$ cat src/rtl/dgd_pkg.sv
package dgd_pkg;

    localparam int DIV_STAGES = 4;

    typedef enum logic [1:0] {
        OP_NOR  = 2'd0,
        OP_NAND = 2'd1,
        OP_XOR  = 2'd2,
        OP_XNOR = 2'd3
    } op_e;

    typedef struct packed {
        logic meta;
        logic sync;
        logic lvl;
    } sync_st_t;

endpackage

$ cat src/rtl/dgd_edge_sync.sv
module dgd_edge_sync
    import dgd_pkg::*;
(
    input  logic clk,
    input  logic rst,
    input  logic async_in,
    output logic level_o,
    output logic rise_o
);

    sync_st_t st_d, st_q;

    always_comb begin
        st_d      = st_q;
        st_d.meta = async_in;
        st_d.sync = st_q.meta;
        st_d.lvl  = st_q.sync;
        if (rst) begin
            st_d = '0;
        end
    end

    always_ff @(posedge clk) begin
        st_q <= st_d;
    end

    assign level_o = st_q.lvl;
    assign rise_o  = st_q.sync & ~st_q.lvl;


    rise_level_chk: assert property (@(posedge clk) disable iff (rst)
        rise_o |=> level_o);

endmodule

$ cat src/rtl/dgd_logic_stage.sv
module dgd_logic_stage
    import dgd_pkg::*;
#(
    parameter int W = 4
) (
    input  op_e          op,
    input  logic [W-1:0] word,
    input  logic [W-1:0] bits_i,
    output logic [W-1:0] bits_o
);

    for (genvar i = 0; i < W; i++) begin : g_bit
        always_comb begin
            unique case (op)
                OP_NOR:  bits_o[i] = ~(bits_i[i] | word[i]);
                OP_NAND: bits_o[i] = ~(bits_i[i] & word[i]);
                OP_XOR:  bits_o[i] = bits_i[i] ^ word[i];
                OP_XNOR: bits_o[i] = ~(bits_i[i] ^ word[i]);
                default: bits_o[i] = bits_i[i];
            endcase
        end
    end


    always_comb begin
        if (op == OP_XOR && word == '0) begin
            xor_pass_chk: assert (bits_o == bits_i);
        end
    end

endmodule

$ cat src/rtl/dual_gate_divider.sv
module dual_gate_divider
    import dgd_pkg::*;
#(
    parameter int W = DIV_STAGES
) (
    input  logic         clk,
    input  logic         rst,
    input  logic         clk_in,
    input  logic         mode,
    input  logic [1:0]   op_sel,
    input  logic [W-1:0] ctrl,
    input  logic         flip,
    input  logic [W-1:0] flip_code,
    output logic [W-1:0] gate_a,
    output logic [W-1:0] gate_b
);

    localparam logic [W-1:0] MSB_PRE = {1'b0, {(W-1){1'b1}}};

    typedef struct packed {
        logic [W-1:0] a;
        logic [W-1:0] b;
    } cnt_st_t;

    cnt_st_t cnt_d, cnt_q;
    logic    lvl, rise, msb_rise, step_b;
    logic [W-1:0] b_mod;

    dgd_edge_sync u_sync (
        .clk      (clk),
        .rst      (rst),
        .async_in (clk_in),
        .level_o  (lvl),
        .rise_o   (rise)
    );

    always_comb begin
        cnt_d    = cnt_q;
        msb_rise = rise && (cnt_q.a == MSB_PRE);
        step_b   = mode ? msb_rise : rise;
        if (rise) begin
            cnt_d.a = cnt_q.a + 1'b1;
        end
        if (flip) begin
            cnt_d.b = flip_code;
        end else if (step_b) begin
            cnt_d.b = cnt_q.b + 1'b1;
        end
        if (rst) begin
            cnt_d = '0;
        end
    end

    always_ff @(posedge clk) begin
        cnt_q <= cnt_d;
    end

    dgd_logic_stage #(.W(W)) u_logic (
        .op     (op_e'(op_sel)),
        .word   (ctrl),
        .bits_i (cnt_q.b),
        .bits_o (b_mod)
    );

    assign gate_a = {W{lvl & ~rst}} & cnt_q.a;
    assign gate_b = {W{lvl & ~rst}} & b_mod;


    a_step_chk: assert property (@(posedge clk) disable iff (rst)
        rise |=> cnt_q.a == $past(cnt_q.a) + 1'b1);


    b_every_clk_chk: assert property (@(posedge clk) disable iff (rst)
        (!mode && !flip && rise) |=> cnt_q.b == $past(cnt_q.b) + 1'b1);


    b_slow_hold_chk: assert property (@(posedge clk) disable iff (rst)
        (mode && !flip && !msb_rise) |=> $stable(cnt_q.b));


    b_follow_chk: assert property (@(posedge clk) disable iff (rst)
        flip |=> cnt_q.b == $past(flip_code));


    always_comb begin
        if (rst) begin
            rst_quiet_chk: assert (gate_a == '0 && gate_b == '0);
        end
    end

endmodule

$ cat config.mk
export PLATFORM = sky130hd
export DESIGN_NAME = dual_gate_divider
export DESIGN_NICKNAME = d
export VERILOG_FILES = /design/src/rtl/dgd_pkg.sv /design/src/rtl/dgd_edge_sync.sv /design/src/rtl/dgd_logic_stage.sv /design/src/rtl/dual_gate_divider.sv
export SDC_FILE = /design/constraint.sdc
export NUM_CORES = 1
export LEC_CHECK = 0
export BUFFER_PORTS_ARGS = -buffer_cell sky130_fd_sc_hd__buf_2
export CAP_MARGIN = 40
export CORE_AREA = 3 3 57 59
export DETAILED_ROUTE_END_ITERATION = 8
export DIE_AREA = 0 0 60 62
export GPL_TIMING_DRIVEN = 0
export SYNTH_ARGS = -nofsm -noshare
export SYNTH_HDL_FRONTEND = slang
export SYNTH_SLANG_ARGS = --single-unit
$ cat constraint.sdc
create_clock -name clk -period 2.6 [get_ports clk]
set_input_delay 0.13 -clock clk [delete_from_list [all_inputs] [get_ports clk]]
set_output_delay 0.13 -clock clk [all_outputs]
set_load 0.05 [all_outputs]
== Word-level counts from Yosys, hierarchy flattened ==
Cells that the tools add are included.

* Flip-flop bits (word level): 11
* Input bits: 15
* Output and inout port bits: 8
* Word-level logic and storage cells: 51

* Add/sub/neg operators: 2
* Equal/unequal tests: 4
* Mux-type cells: 7
* Bitwise gates (word level): 30
* Reduce and logical (&&, ||, !) cells: 3

{| class="wikitable"
|+ Operators by type and width
! cell !! number
|-
| 1-bit case mux with 4 select lines || 4
|-
| 1-bit inverter || 14
|-
| 4-bit by 1-bit adder with 4-bit output (second input constant) || 2
|-
| 4-bit bitwise AND || 2
|-
| 4-bit 2-to-1 mux || 2
|-
| 1-bit bitwise AND || 6
|-
| 2-bit == test (second input constant) || 2
|-
| 4-bit by 3-bit == test with 1-bit output (second input constant) || 1
|-
| 1-bit OR || 4
|-
| 1-bit bitwise XOR || 4
|-
| 2-bit by 1-bit == test with 1-bit output (second input constant) || 1
|-
| 2-bit zero test || 1
|-
| 2-bit nonzero test || 1
|-
| 1-bit logical AND || 1
|-
| 1-bit 2-to-1 mux || 1
|}

== Longest topological paths before layout ==
Gate-level depths: netlist of run 1.

* Word-level depth: 6
* Depth in mapped cells: 6
* Depth with buffers taken out: 6

== By module ==
A second synthesis of run 1 with hierarchy kept.

* Cells, all modules: 102
* Area total of the unflattened synthesis: 950.9 um^2

{| class="wikitable"
|+ By module, submodules not included
! module !! instances !! cells each !! area each (um^2) !! seq. area each (um^2)
|-
| dual_gate_divider || 1 || 57 || 510.5 || 160.2
|-
| dgd_logic_stage || 1 || 38 || 352.8 || 0.0
|-
| dgd_edge_sync || 1 || 7 || 87.6 || 60.1
|}

== Worst setup path after synthesis of run 1 ==
No wires, ideal clock.

* Path kind: register -> output
* Start point: reg cnt_q[0] (netlist bit)
* End point: out gate_b[0]
* Arrival time: 1580 ps
* Data required time: 2470 ps
* Slack: 890 ps
* Cell stages (with the launch flop): 7
* Buffers on the path: 0
* Cells stage by stage: dfxtp_1 -> inv_1 -> ha_1 -> nand2_1 -> a21oi_1 -> a31oi_1 -> nor2_1

* Word-level cells in the longest chain between the ends: 4
* Elaborated cells on any way between the ends: 8
* Classes of those cells: mux (1); bitwise (7)

{| class="wikitable"
|+ Ends and longest elaborated chain
! element !! RTL line !! text
|-
| start, declared || dual_gate_divider.sv:25 || <nowiki>cnt_st_t cnt_d, cnt_q;</nowiki>
|-
| start signal, assigned || dual_gate_divider.sv:55 || <nowiki>cnt_q <= cnt_d;</nowiki>
|-
| 1-bit bitwise XOR (tied with other cells) || dgd_logic_stage.sv:17, dgd_logic_stage.sv:18 ||
|-
| 1-bit inverter (on tied branches) || dgd_logic_stage.sv:18, dgd_logic_stage.sv:15, dgd_logic_stage.sv:16 ||
|-
| 1-bit case mux with 4 select lines (*) || dgd_logic_stage.sv:14 || <nowiki>unique case (op)</nowiki>
|-
| 4-bit bitwise AND (*) || dual_gate_divider.sv:66 || <nowiki>assign gate_b = {W{lvl & ~rst}} & b_mod;</nowiki>
|-
| end, declared || dual_gate_divider.sv:15 || <nowiki>output logic [W-1:0] gate_b</nowiki>
|}

Mark *: on every way between the ends. The rest lies on a longest branch, timed or not.

== Final worst setup path of run 1 ==
Ends and elaborated chain as after synthesis.

==> results of run 1 <==
[final cells by class]
| class | count | area [um2] |
|---|---|---|
| flip-flops and latches | 11 | 220.2 |
| multi-input cells | 72 | 548.0 |
| fillers | 295 | 1767 |
| repair buffers | 21 | 105.1 |
| plain buffers | 3 | 11.26 |
| well taps | 31 | 38.79 |
| inverters | 11 | 41.29 |
| clock buffers | 4 | 26.28 |
[critical path: stages, from the launching register on]
cell and delay [ps]:
dfxtp_1 410, inv_1 60, ha_1 270, nand2_1 60, a21oi_1 150, a31oi_1 50, nor2_1 90, buf_2 260
[layout by cell type (no fill, tap or decap), drive strengths merged]
cell	netlist	routed
nor2	9	9
and4	1	1
nand3b	1	1
nand2b	11	11
a31oi	4	4
a211oi	4	4
buf	0	21
dfxtp	11	11
nor2b	5	5
a21oi	7	7
a221oi	1	1
clkbuf	3	7
a2111oi	1	1
ha	10	10
xor2	2	2
nand2	7	7
inv	11	11
and2	4	4
xnor2	3	3
nand3	1	1
nand4	1	1
[worst max-delay path by stage]
stage | to | slack (ps)
floorplan | gate_b[0] | 890
global placement | gate_b[0] | 1150
detailed placement | cnt_q[2]$_SDFFE_PP0P_ | 1110
CTS | gate_b[1] | 820
global route | gate_b[2] | 670
finish | gate_b[0] | 850
[cells by family (layout without fill, tap and decap cells)]
kind of cell | Yosys count | in the layout | share of synthesized area (%)
AO/OA/AOI/OAI | 17 | 17 | 18.60
XOR/XNOR | 5 | 5 | 5.336
adder cells (fa/ha/maj) | 10 | 10 | 15.24
buffers and inverters | 14 | 39 | 6.402
flip-flops | 11 | 11 | 26.83
AND/OR/NAND/NOR | 40 | 40 | 27.59
[report_power, final]
group	switching, uW	total (uW)	internal (uW)
clock network	59.3	119	59.3
registers	8.14	184	176
logic	39.4	73.7	34.3
[sequential cells by signal, summed over array words and instances (netlist names)]
signal and flops:
u_sync.st_q 2, u_sync.level_o 1, cnt_q 8
[routing by layer]
metal  vias to the layer above  global-route usage, %  wire (um)
met5                         -                      0          0
li1                        370                      -          -
met1                       321                  10.34        705
met4                         0                  5.696         13
met2                        17                  17.44        748
met3                         2                  2.686        100
[through the flow]
| step | cells | area, um2 | util [%] |
|---|---|---|---|
| global placement | 149 | 964.7 | 34.98 |
| global route | 153 | 991.0 | 35.93 |
| floorplan | 97 | 820.8 | - |
| detailed placement | 149 | 964.7 | 34.98 |
| CTS | 153 | 991.0 | 35.93 |
| finish | 153 | 991.0 | 35.93 |
==> metrics, run 1 <==
fin. max-slew vios 0; average size of a mapped cell 8.462 um2; setup TNS 0 ps; Detailed Route Iter0 Violations 12; post-synth cell types 23; max frequency 569.9 MHz; Peak VDD IR 0.0002510 V; final setup margin 845.2 ps; Synth area leader dfxtp_1; critical path type reg2out; largest net degree at the start of global routing 11; synthesis-stage register bit count 11; Hold Startpoint clk_in; Total Routing Usage GR 9.780%; initial core utilization 29.76%; relative slew slack 68.09%; Startpoint Class flip-flop; hold depth 2; skew final 6.149 ps; hold_buf cts 0; CTS H-tree lvls 1; DR pass1 iterations 4; detailed-route wire length 1568 um; Antenna Nets Post-Route 0; reg2reg setup slack 1090 ps; Arr. time, crit path 1620 ps; via density per instance 4.641; YS warnings 0; setup bufs post-CTS 0; CTS sink count 11; synthesized instance count 97; post-synth top area share 26.83%; Wirelength per Cell 10.25 um; worst r2r src cnt_q[4]$_SDFFE_PP0P_; Worst EP required 2470 ps; Placeable Area 0.002758 mm2; Hold Violations, Final 0; max_cap viols 0; CP Max Fanout 5; initial antenna violation count 0; Syn Std Cell Area 820.8 um2; leakage power 0.0004848 uW; Hold Slack 73.20 ps; vias in the first global route 676; status finished, final reports clean; PortBufs 21; Synth-to-Final Area Change 20.73%; total power 376.4 uW; clock input transition at the sequential cells of the worst setup and hold paths 70 ps; synth cell count leaders dfxtp_1 (11), inv_1 (11), nand2b_1 (11); io pins 23; Synth Flop Type dfxtp_1; WHS Endpoint u_sync.st_q[2]$_SDFF_PP0_; Slew @ Worst Pin 478.7 ps; sequential fraction of the synthesis area 26.83%; fin crit share 67.49%; nets 148; Setup Viol. Count Final 0; DRC Markers 0; # diodes 0; asr flop ratio synth 0%; layout cells sized above 1 25.41%; first-pass GRT wire length 2656 um; reg-to-reg endpoint cnt_q[2]$_SDFFE_PP0P_; gr ovfl total 0; pre-CTS setup slack 1112 ps; vias 710; Area contributors post-synth dfxtp_1 (27%), ha_1 (15%), nand2b_1 (8.4%); die height 62 um; Crit. Startpoint cnt_q[0]$_SDFFE_PP0P_; fin crit period 1755 ps; CP Capture Type output pin; PwrDens 379.9 mW/mm2; chip width 60 um; clk buf depth 2; Num CTS Buffers 3; hold crit path type in2reg; Std-Cell Rows 19; CTS tree built; Post-DP HPWL 1313 um; post-cts resize count 0; Post-synth EDFFs 0; RSZ-0062 raised after global routing false; syn nets 122; gpl congestion 0.7450; reg2reg path depth 5; clk_lat worst skew 270 ps; CTS Root Cell clkbuf_4; die area 0.003720 mm2
No activity file was read; power rests on OpenSTA's default activity.
==> run 2: changes to the inputs <==
clock period = 1.8 ns   (was 2.6 ns; I/O delays follow)
==> run 2 against run 1 <==
Net effect: sequential cell count is the same; sequential share of layout area about the same; wire length rose by 1.1%; cell area grew 1.3%; total power up 45%; critical path depth stayed put; clock skew fell by 2.2 ps; hold slack got worse by 41 ps; first-iteration DRC count up 75%; combinational power increased by 45%; highest routed layer unchanged.
==> metrics, run 2 (synthesis gave the netlist of run 1 again) <==
initial core utilization 29.76% (unchanged); gr ovfl total 0 (unchanged); CP Capture Type output pin (unchanged); Detailed Route Iter0 Violations 21 (was 12); layout cells sized above 1 27.05% (was 25.41%); Setup Viol. Count Final 0 (unchanged); worst r2r src cnt_q[4]$_SDFFE_PP0P_ (unchanged); critical path type reg2out (unchanged); CTS tree built (unchanged); Clk pwr share 31.3% (was 31.5%); die height 62 um (unchanged); DR pass1 iterations 4 (unchanged); CTS sink count 11 (unchanged); Comb power frac 19.7% (was 19.6%); max_cap viols 0 (unchanged); clk_lat worst skew 270 ps (about the same); # placed instances 149 (unchanged); Startpoint Class flip-flop (unchanged); fin. max-slew vios 0 (unchanged); Wirelength per Cell 10.37 um (was 10.25 um); Placeable Area 0.002758 mm2 (unchanged); fin crit share 93.66%; largest net degree at the start of global routing 11 (unchanged); Num CTS Buffers 3 (unchanged); hold depth 2 (unchanged); reg2reg setup slack 280 ps (was 1090 ps); Worst EP required 1710 ps (was 2470 ps); max reg flops 8 (unchanged); status finished, final reports clean (unchanged); max frequency 593.1 MHz; CTS H-tree lvls 1 (unchanged); setup TNS 0 ps (unchanged); Total Routing Usage GR 9.780% (unchanged); CTS Root Cell clkbuf_4 (unchanged); Arr. time, crit path 1600 ps (was 1620 ps); clock input transition at the sequential cells of the worst setup and hold paths 70 ps (about the same); most frequent cells in the layout buf_2 (17), inv_1 (11), nand2b_1 (11) (was buf_2 (21), inv_1 (11), nand2b_1 (11), dfxtp_1 (11), ha_1 (10)); relative slew slack 68.40% (was 68.09%); PortBufs 21 (unchanged); clk buf depth 2 (unchanged); die area 0.003720 mm2 (unchanged); RSZ-0062 raised after global routing false (unchanged); setup bufs post-CTS 0 (unchanged); vias in the first global route 676 (unchanged); NetSw 154.2 uW (was 106.8 uW); Synth-to-Final Area Change 22.26% (was 20.73%); Antenna Nets Post-Route 0 (unchanged); initial antenna violation count 0 (unchanged); Sw Ratio 28.29% (was 28.38%); WHS Endpoint u_sync.st_q[2]$_SDFF_PP0_ (unchanged); Hold Violations, Final 0 (unchanged); # diodes 0 (unchanged); hold crit path type in2reg (unchanged); via density per instance 4.693 (was 4.641); reg2reg path depth 5 (unchanged); CP Max Fanout 5 (unchanged); gpl congestion 0.7450 (unchanged); PwrDens 543.1 mW/mm2 (was 379.9 mW/mm2); detailed-route wire length 1586 um (was 1568 um); Biggest register cnt_q (unchanged); reg-to-reg endpoint cnt_q[2]$_SDFFE_PP0P_ (unchanged); io pins 23 (unchanged); Post-DP HPWL 1313 um (unchanged); DRC Markers 0 (unchanged); first-pass GRT wire length 2656 um (unchanged); fin crit period 1686 ps; Internal 390.8 uW (was 269.6 uW); nets 148 (unchanged); vias 718 (was 710); Std-Cell Rows 19 (unchanged); Slew @ Worst Pin 474.0 ps (was 478.7 ps); commonest non-fill, non-tap cell in the layout buf_2 (unchanged); skew final 3.961 ps (was 6.149 ps); Reg power frac 48.9% (about the same); fill count 296 (was 295); Peak VDD IR 0.0003665 V (was 0.0002510 V); hold_buf cts 0 (unchanged); Hold Startpoint clk_in (unchanged); post-cts resize count 0 (unchanged); leakage power 0.0004826 uW (was 0.0004848 uW); Post-Layout Cell Count 153 (unchanged); chip width 60 um (unchanged)
## run 2: worst max-delay path by stage
stage | startpoint | cells after the start | end
6_report | cnt_q[1]$_SDFFE_PP0P_ | 7 | gate_b[1]
5_1_grt | cnt_q[0]$_SDFFE_PP0P_ | 7 | gate_b[0]
4_1_cts | cnt_q[1]$_SDFFE_PP0P_ | 7 | gate_b[1]
3_5_place_dp | cnt_q[4]$_SDFFE_PP0P_ | 5 | cnt_q[2]$_SDFFE_PP0P_
3_3_place_gp | cnt_q[4]$_SDFFE_PP0P_ | 5 | cnt_q[2]$_SDFFE_PP0P_
2_1_floorplan | cnt_q[0]$_SDFFE_PP0P_ | 6 | gate_b[0]
## run 2: per-stage QoR
step	util [%]	hold slack [ps]	total power (uW)	area [um2]	setup WS, ps
after CTS	35.93	25.42	553.5	991.0	57.29
after global placement	34.98	296.7	374.5	964.7	352.9
after floorplan	-	154.3	343.3	820.8	130.1
after global routing	36.39	29.85	579.5	1003	1.436
final	36.39	31.77	545.0	1003	114.0
after detailed placement	34.98	308.4	380.8	964.7	312.3
## run 2: power groups by stage
| stage | combinational [uW] | sequential [uW] | clock [uW] |
|---|---|---|---|
| 6_report | 107 | 267 | 171 |
| 5_1_grt | 124 | 269 | 186 |
| 4_1_cts | 109 | 266 | 178 |
| 3_5_place_dp | 109 | 272 | 0 |
| 3_3_place_gp | 103 | 271 | 0 |
| 2_1_floorplan | 74.6 | 269 | 0 |
## run 2: cell type report
| cell class | instances | area [um2] | share of cell area [%] |
|---|---|---|---|
| multi-input combinational | 72 | 548.0 | 54.61 |
| sequential | 11 | 222.7 | 22.19 |
| timing repair buffer | 21 | 115.1 | 11.47 |
| inverter | 11 | 41.29 | 4.115 |
| tap | 31 | 38.79 | 3.865 |
| clock buffer | 4 | 26.28 | 2.618 |
| buffer | 3 | 11.26 | 1.122 |
## run 2: layer usage
layer	vias to the layer above	global-route usage (%)	routed length, um
met5	-	0	0
met4	0	5.696	24
met3	4	2.686	97
met2	21	17.44	758
met1	322	10.34	705
li1	371	-	-
## run 2: critical path: stages (launching register included)
cell,delay (ps)
dfxtp_1,420
inv_1,60
ha_1,270
nand2_1,60
a21oi_1,140
a31oi_1,50
nor2_1,90
clkbuf_4,230
==> run 3: changes to the inputs <==
CTS_BUF_LIST = sky130_fd_sc_hd__clkbuf_4 sky130_fd_sc_hd__clkbuf_8   (was default)
PLACE_DENSITY = 0.55   (was default)
==> run 3 against run 2 <==
Net effect: cell area rose by 1.0%; highest routed layer unchanged; critical path depth did not move; fmax rose by 2.2%; final cell count did not move; die area did not move; wire length fell by 3.2%.
==> metrics, run 3 (synthesis gave the netlist of run 1 again) <==
gr ovfl total 0 (unchanged); initial core utilization 29.76% (unchanged); Detailed Route Iter0 Violations 15 (was 21); max frequency 606.2 MHz (was 593.1 MHz); Antenna Nets Post-Route 0 (unchanged); Post-DP HPWL 1290 um (was 1313 um); hold_buf cts 0 (unchanged); Slew @ Worst Pin 456.9 ps (was 474.0 ps); gr busiest metal met2 (unchanged); Wirelength per Cell 10.03 um (was 10.37 um); vias 722 (was 718); chip width 60 um (unchanged); nets 148 (unchanged); leakage power 0.0004870 uW (was 0.0004826 uW); GR Layer Usage met3 2.479% (was 2.686%); via density per instance 4.719 (was 4.693); max reg flops 8 (unchanged); initial antenna violation count 0 (unchanged); CTS sink count 11 (unchanged); CTS tree built (unchanged); fin crit period 1650 ps (was 1686 ps); relative slew slack 69.54% (was 68.40%); GR met2 Demand/Resource 14.51% (was 17.44%); DRC Markers 0 (unchanged); Synth-to-Final Area Change 23.48% (was 22.26%); layout cells sized above 1 29.51% (was 27.05%); CP Max Fanout 5 (unchanged); clk_lat worst skew 270 ps (about the same); skew final 6.401 ps (was 3.961 ps); commonest non-fill, non-tap cell in the layout buf_2 (unchanged); Total Routing Usage GR 9.255% (was 9.780%); fill count 299 (was 296); largest net degree at the start of global routing 11 (unchanged); register area 224.0 um2 (was 222.7 um2); max_cap viols 0 (unchanged); clock input transition at the sequential cells of the worst setup and hold paths 80 ps (was 70 ps); vias in the first global route 630 (was 676); CTS H-tree lvls 1 (unchanged); status finished, final reports clean (unchanged); gpl congestion 0.7603 (was 0.7450); io pins 23 (unchanged); Biggest register cnt_q (unchanged); fin. max-slew vios 0 (unchanged); CP Capture Type output pin (unchanged); Setup Viol. Count Final 0 (unchanged); Placeable Area 0.002758 mm2 (unchanged); critical path type reg2out (unchanged); Hold Violations, Final 0 (unchanged); PwrDens 533.8 mW/mm2 (was 543.1 mW/mm2); Startpoint Class flip-flop (unchanged); PortBufs 21 (unchanged); Hold Slack 26.75 ps (was 31.77 ps); Std-Cell Rows 19 (unchanged); DR pass1 iterations 4 (unchanged); # diodes 0 (unchanged); Worst EP required 1710 ps (about the same); detailed-route wire length 1535 um (was 1586 um); clk buf depth 2 (unchanged); Peak VDD IR 0.0004938 V (was 0.0003665 V); CTS Root Cell clkbuf_4 (unchanged); most frequent cells in the layout buf_2 (17), inv_1 (11), nand2b_1 (11) (unchanged); final setup margin 150.4 ps (was 114.0 ps); setup TNS 0 ps (unchanged); first-pass GRT wire length 2608 um (was 2656 um); die height 62 um (unchanged); die area 0.003720 mm2 (unchanged); Arr. time, crit path 1560 ps (was 1600 ps); Num CTS Buffers 3 (unchanged); pre-CTS setup slack 319.5 ps (was 312.3 ps); Multi-input gate area 551.8 um2 (was 548.0 um2); met1 Resource Use GR 11.68% (was 10.34%); hold crit path type in2reg (unchanged); fin crit share 91.64% (was 93.66%)
[run 3: worst paths after layout]
| check | start | end | slack (ps) | depth (start not counted) |
|---|---|---|---|---|
| max reg2reg | cnt_q[4]$_SDFFE_PP0P_ | cnt_q[2]$_SDFFE_PP0P_ | 300 | 5 |
| max | cnt_q[0]$_SDFFE_PP0P_ | gate_b[0] | 150 | 7 |
| min | clk_in | u_sync.st_q[2]$_SDFF_PP0_ | 30 | 2 |
| min reg2reg | u_sync.st_q[2]$_SDFF_PP0_ | u_sync.st_q[1]$_SDFF_PP0_ | 450 | 1 |
[run 3: report_power, final]
group / switching [uW] / internal, uW / total, uW
Clock: 84.2 / 82.1 / 166
Sequential: 12.0 / 255 / 267
Combinational: 56.9 / 50.4 / 107
Total: 153 / 388 / 541
[run 3: area by class of cell]
| cell class | count | share of cell area, % |
|---|---|---|
| Buffer | 3 | 1.111 |
| Clock buffer | 3 | 2.222 |
| Clock inverter | 1 | 0.4938 |
| Inverter | 11 | 4.074 |
| Multi-Input combinational cell | 72 | 54.44 |
| Sequential cell | 11 | 22.10 |
| Tap cell | 31 | 3.827 |
| Timing Repair Buffer | 21 | 11.73 |
[run 3: per-layer routing]
metal | share of wire, % | wire length (um)
met2 | 45 | 693
met4 | 0.78 | 12
met5 | 0 | 0
met3 | 8.3 | 128
met1 | 46 | 701
[run 3: critical path, cell delays in order (launching register included)]
cell and delay [ps]:
dfxtp_2 380, inv_1 50, ha_1 270, nand2_1 60, a21oi_1 140, a31oi_1 50, nor2_1 110, clkbuf_4 230
[run 3: what timing repair did]
item                       CTS  global route
gates resized for setup      0            10
setup endpoints to repair    0             4
setup buffers                0             0
[run 3: through the flow]
step	utilization, %	total power [uW]	cell area (um2)	std cells
2_1_floorplan	-	343.3	820.8	97
6_report	36.75	541.0	1013	153
3_5_place_dp	34.98	379.4	964.7	149
4_1_cts	35.98	549.4	992.2	153
3_3_place_gp	34.98	375.1	964.7	149
5_1_grt	36.75	585.4	1013	153
